File: src/rtl/xcvr_pkg.sv
package xcvr_pkg;

   // Which bus the transceiver is driving this cycle.
   typedef enum logic [1:0] {
      DRV_NONE = 2'b00,
      DRV_A    = 2'b01,
      DRV_B    = 2'b10
   } drive_e;

   function automatic drive_e pick_drive(input logic rst, input logic en_n, input logic to_b);
      if (rst || en_n) return DRV_NONE;
      return to_b ? DRV_B : DRV_A;
   endfunction

endpackage

File: src/rtl/xcvr_strobe_edge.sv
module xcvr_strobe_edge (
   input  logic clk,
   input  logic rst,
   input  logic stb,
   output logic rise
);
   logic seen_q;

   // Reset loads 1, so a strobe held high through reset needs a low sample first.
   always_ff @(posedge clk) begin
      if (rst) seen_q <= 1'b1;
      else     seen_q <= stb;
   end

   assign rise = stb & ~seen_q;
endmodule

File: src/rtl/xcvr_store_reg.sv
module xcvr_store_reg #(
   parameter int WIDTH = 8
) (
   input  logic             clk,
   input  logic             rst,
   input  logic             load,
   input  logic [WIDTH-1:0] din,
   output logic [WIDTH-1:0] dout
);
   generate
      if (WIDTH < 1) begin : g_bad_width
         $error("xcvr_store_reg: WIDTH must be at least 1");
      end
   endgenerate

   always_ff @(posedge clk) begin
      if (rst)       dout <= '0;
      else if (load) dout <= din;
   end
endmodule

File: src/rtl/xcvr_dir_ctrl.sv
module xcvr_dir_ctrl
   import xcvr_pkg::*;
#(
   parameter int WIDTH = 8
) (
   input  logic             rst,
   input  logic             out_en_n,
   input  logic             dir_b,
   output logic             drv_a,
   output logic             drv_b,
   output logic [WIDTH-1:0] oe_a,
   output logic [WIDTH-1:0] oe_b
);
   drive_e mode;

   always_comb begin
      mode  = pick_drive(rst, out_en_n, dir_b);
      drv_a = (mode == DRV_A);
      drv_b = (mode == DRV_B);
      oe_a  = {WIDTH{drv_a}};
      oe_b  = {WIDTH{drv_b}};
   end
endmodule

File: src/rtl/xcvr_path_sel.sv
module xcvr_path_sel #(
   parameter int WIDTH  = 8,
   parameter bit INVERT = 1'b0
) (
   input  logic             drive,
   input  logic             use_reg,
   input  logic [WIDTH-1:0] live,
   input  logic [WIDTH-1:0] stored,
   output logic [WIDTH-1:0] dout
);
   localparam logic [WIDTH-1:0] FLIP = INVERT ? {WIDTH{1'b1}} : '0;

   logic [WIDTH-1:0] picked;
   logic [WIDTH-1:0] shaped;

   assign picked = use_reg ? stored : live;

   generate
      if (INVERT) begin : g_inv
         assign shaped = ~picked;
      end else begin : g_true
         assign shaped = picked ^ FLIP;
      end
   endgenerate

   assign dout = drive ? shaped : '0;
endmodule

File: src/rtl/regbus_xcvr.sv
module regbus_xcvr #(
   parameter int WIDTH  = 8,
   parameter bit INVERT = 1'b0
) (
   input  logic             clk,
   input  logic             rst,
   input  logic             out_en_n,
   input  logic             dir_b,
   input  logic             cap_a_stb,
   input  logic             cap_b_stb,
   input  logic             use_reg_a2b,
   input  logic             use_reg_b2a,
   input  logic [WIDTH-1:0] bus_a_i,
   output logic [WIDTH-1:0] bus_a_o,
   output logic [WIDTH-1:0] bus_a_oe,
   input  logic [WIDTH-1:0] bus_b_i,
   output logic [WIDTH-1:0] bus_b_o,
   output logic [WIDTH-1:0] bus_b_oe
);
   generate
      if (WIDTH < 1 || WIDTH > 1024) begin : g_bad_width
         $error("regbus_xcvr: WIDTH out of range");
      end
   endgenerate

   logic             rise_a, rise_b;
   logic             drv_a, drv_b;
   logic [WIDTH-1:0] store_a_q, store_b_q;

   xcvr_strobe_edge u_edge_a (.clk(clk), .rst(rst), .stb(cap_a_stb), .rise(rise_a));
   xcvr_strobe_edge u_edge_b (.clk(clk), .rst(rst), .stb(cap_b_stb), .rise(rise_b));

   xcvr_store_reg #(.WIDTH(WIDTH)) u_reg_a (
      .clk(clk), .rst(rst), .load(rise_a), .din(bus_a_i), .dout(store_a_q));
   xcvr_store_reg #(.WIDTH(WIDTH)) u_reg_b (
      .clk(clk), .rst(rst), .load(rise_b), .din(bus_b_i), .dout(store_b_q));

   xcvr_dir_ctrl #(.WIDTH(WIDTH)) u_dir (
      .rst(rst), .out_en_n(out_en_n), .dir_b(dir_b),
      .drv_a(drv_a), .drv_b(drv_b), .oe_a(bus_a_oe), .oe_b(bus_b_oe));

   // Bus A carries B-side data; bus B carries A-side data.
   xcvr_path_sel #(.WIDTH(WIDTH), .INVERT(INVERT)) u_to_a (
      .drive(drv_a), .use_reg(use_reg_b2a), .live(bus_b_i),
      .stored(store_b_q), .dout(bus_a_o));
   xcvr_path_sel #(.WIDTH(WIDTH), .INVERT(INVERT)) u_to_b (
      .drive(drv_b), .use_reg(use_reg_a2b), .live(bus_a_i),
      .stored(store_a_q), .dout(bus_b_o));
endmodule

File: config.mk
export PLATFORM = sky130hd
export DESIGN_NAME = regbus_xcvr
export DESIGN_NICKNAME = d
export VERILOG_FILES = /design/src/rtl/xcvr_pkg.sv /design/src/rtl/xcvr_strobe_edge.sv /design/src/rtl/xcvr_store_reg.sv /design/src/rtl/xcvr_dir_ctrl.sv /design/src/rtl/xcvr_path_sel.sv /design/src/rtl/regbus_xcvr.sv
export SDC_FILE = /design/constraint.sdc
export NUM_CORES = 1
export LEC_CHECK = 0
export ABC_AREA = 1
export BUFFER_PORTS_ARGS = -buffer_cell sky130_fd_sc_hd__buf_2
export CORE_MARGIN = 4
export CORE_UTILIZATION = 42
export DETAILED_ROUTE_END_ITERATION = 12
export GPL_TIMING_DRIVEN = 0
export HOLD_SLACK_MARGIN = 0.1
export PLACE_DENSITY_LB_ADDON = 0.1
export SLEW_MARGIN = 20
export SYNTH_ARGS = -nofsm -noshare
export SYNTH_HDL_FRONTEND = slang
export SYNTH_SLANG_ARGS = --single-unit
File: constraint.sdc
create_clock -name clk -period 1.2 [get_ports clk]
set_input_delay 0.24 -clock clk [delete_from_list [all_inputs] [get_ports clk]]
set_output_delay 0.24 -clock clk [all_outputs]
set_load 0.01 [all_outputs]
==> impl_results.md <==
- Outcome: completed
- Setup violators final: 0
- Clock Latency Late Sink: 0.29 ns
- WL met2: 1400 um
- Worst EP arrival: 0.95 ns
- Crit. End Element: output pin
- # hold bufs at CTS: 0
- Fin. Hold Viols: 0
- Initial Util: 0.452
- Slowest CP cell: dfxtp_2
- WL met3: 230 um
- IO Count: 56
- RSZ-0062 raised after global routing: true
- R2R Setup Slk: 0.31 ns
- Worst Path Max Fanout: 2
- Buffers & Inverters on Critical Path: 1
- GRT Resource Usage Total: 0.172
- Post-synthesis xor/xnor area fraction: 0
- Clk sink count: 18
- Starting DRT DRC Count: 30
- Routed vias/inst: 4.66
- Synth Area in Adders: 0
- DP HPWL: 2030 um
- Top sig layer: met4
- Reg clk slew, reported paths: 0.10 ns
- Routed len/inst: 10.9 um
- Core Rows: 18
- Number of H-tree levels: 1
- Final Core Density: 0.675
- Root buffer cell: clkbuf_4
- Share of cells above drive strength 1: 0.485
- R2r startpoint: u_edge_b.seen_q
- Grt total ovfl: 0
- DRT met1 WL: 1310 um
- Synth cell types: 13
- Worst slew pin tran: 0.266 ns
- Total core area: 2540 um2
- Placed Area: 1440 um2
- Crit-path cells: nand2_1, a21oi_2, buf_2
- Largest net degree at the start of global routing: 11
- Post-route minimum period: 1.19 ns
- Fill count: 251
- Final number of max-transition violations: 0
- Buffers on Ports: 51
- Crit share post-route: 0.988
- Worst hold path type: in -> reg
- Dpl cells: 265
- Clk_skew: 0.00652 ns
- Synth warnings: 0
- Bufs on Longest Clock Path: 2
- Worst setup SP type: flip-flop
- Req. time, crit path: 0.96 ns
- Die H: 60.4 um
- Die area: 3640 um2
- Total CTS buffers: 3
- Synthesized flop and latch total: 18
- Main combinational cell family by area after synthesis: simple AND/OR/NAND/NOR gates
- Synth Area in Compound Gates: 0.0696
- Design Area, Final: 1720 um2
- Peak Freq: 843 MHz
- DR vias: 1264
- Vias in the first global route: 1140
- Mapped Cells: 184
- Post-synth net total: 208
- ANT cells: 0
- Slowest stage delay, CP: 0.34 ns
- Max IR drop VDD: 577 uV
- Relative slew slack: 0.823
- Pwr/cell area: 805 nW/um2
- Hold depth: 3
- Routed wire length: 2950 um
- Syn Std Cell Area: 1150 um2
- CTS tree: yes
- Initial antenna violation count: 0
- Drt pass-1 iters: 4
- FF-to-FF End: u_reg_b.dout[6]
- Mux contribution to synthesized area: 0
- CP top delay family: flip-flops
- First-pass GRT wire length: 4890 um
- Area delta synth->final: 49.2%
- Max-cap viol count: 0
- Die Width: 60.4 um
- Finished Layout Cells: 271
- WS Path Type: reg -> out
- Min-delay src: cap_a_stb
- Hold slack: 0.178 ns
- Worst reg2reg path depth: 4
- Final ANT Viol Nets: 0
- GPL Wtd Cong: 0.781
- Remaining DRCs: 0
- Post-Synth Simple-Gate Area: 0.375
- Fin nets: 266
- Proportion of synthesized chip area in sequential cells: 0.313
- Lkg Pwr: 0.916 nW
- Worst hold path endpoint: u_edge_a.seen_q
- Syn_area_per_cell: 6.26 um2
cells in the mapped netlist, drive strengths merged:
master	number	area share
nand2	50	0.16
dfxtp	18	0.31
inv	26	0.085
nand3b	1	0.0098
a21oi	16	0.070
buf	22	0.16
nand3	17	0.078
nor2	34	0.12
tightest hold or removal path, cell delays in order:
cell	delay (ns)
buf_6	0.11
inv_2	0.05
nand2_1	0.04
cells in the final DEF, fill, tap and decap left out, types with 2 or more instances in the layout:
cell type / instances
a21oi_1: 9
a21oi_2: 7
buf_2: 39
buf_4: 9
buf_6: 25
clkbuf_4: 3
clkinvlp_4: 2
dfxtp_1: 2
dfxtp_2: 16
inv_1: 18
inv_2: 2
inv_8: 2
nand2_1: 47
nand2_2: 3
nand3_1: 16
nand3b_4: 2
nor2_1: 32
nor2_4: 2
worst max path at each step:
stage	cells after the start	slack, ns	end	from
after global routing	3	-0.06	bus_a_o[7]	u_reg_b.dout[7]
after global placement	7	-0.27	bus_a_oe[6]	rst
final	3	0.01	bus_a_o[1]	u_reg_b.dout[1]
after detailed placement	7	-0.29	bus_a_oe[2]	rst
after CTS	7	-0.008	bus_a_oe[2]	rst
after floorplan	5	0.09	bus_a_oe[0]	rst
layer usage:
metal	up-vias	GRT usage
met5	-	0
met4	0	0.0190
met3	2	0.0489
met2	42	0.296
met1	562	0.222
li1	658	-
layout make-up:
| cell class | instances | area (um2) | share of cell area |
|---|---|---|---|
| clock buffer | 4 | 36.3 | 0.0211 |
| timing repair buffer | 52 | 344 | 0.200 |
| multi-input combinational | 120 | 592 | 0.345 |
| buffer | 21 | 200 | 0.117 |
| sequential | 18 | 380 | 0.221 |
| inverter | 26 | 128 | 0.0743 |
| tap | 30 | 37.5 | 0.0218 |
power breakdown:
group          leakage (nW)  internal [mW]  switching [mW]
Combinational         0.741          0.173           0.193
Sequential            0.154          0.634          0.0178
Clock                0.0210          0.185           0.180
kinds of logic (layout without fill, tap and decap cells):
kind of cell / after synthesis / after routing
buf+inv: 48 / 103
simple gates: 102 / 104
flops: 18 / 18
compound gates: 16 / 16
repair_timing:
| action | in CTS | in global routing |
|---|---|---|
| pin swaps | 5 | 12 |
| buffers inserted | 1 | 0 |
| cloned | 2 | 0 |
| gates resized for setup | 45 | 23 |
| setup endpoints to repair | 32 | 32 |
registers in the layout, summed over array words and instances, names as in the netlist:
| register | flops |
|---|---|
| u_edge_a.seen_q | 1 |
| u_edge_b.seen_q | 1 |
| u_reg_a.dout | 8 |
| u_reg_b.dout | 8 |
stage by stage:
step	TNS [ns]	power (mW)	setup slack (ns)
2_1_floorplan	0	0.857	0.0890
4_1_cts	-0.0110	1.39	-0.00778
6_report	0	1.38	0.0141
5_1_grt	-0.436	1.47	-0.0587
3_3_place_gp	-5.42	0.955	-0.269
3_5_place_dp	-5.47	0.959	-0.286
(Power assumes the default switching activity.)
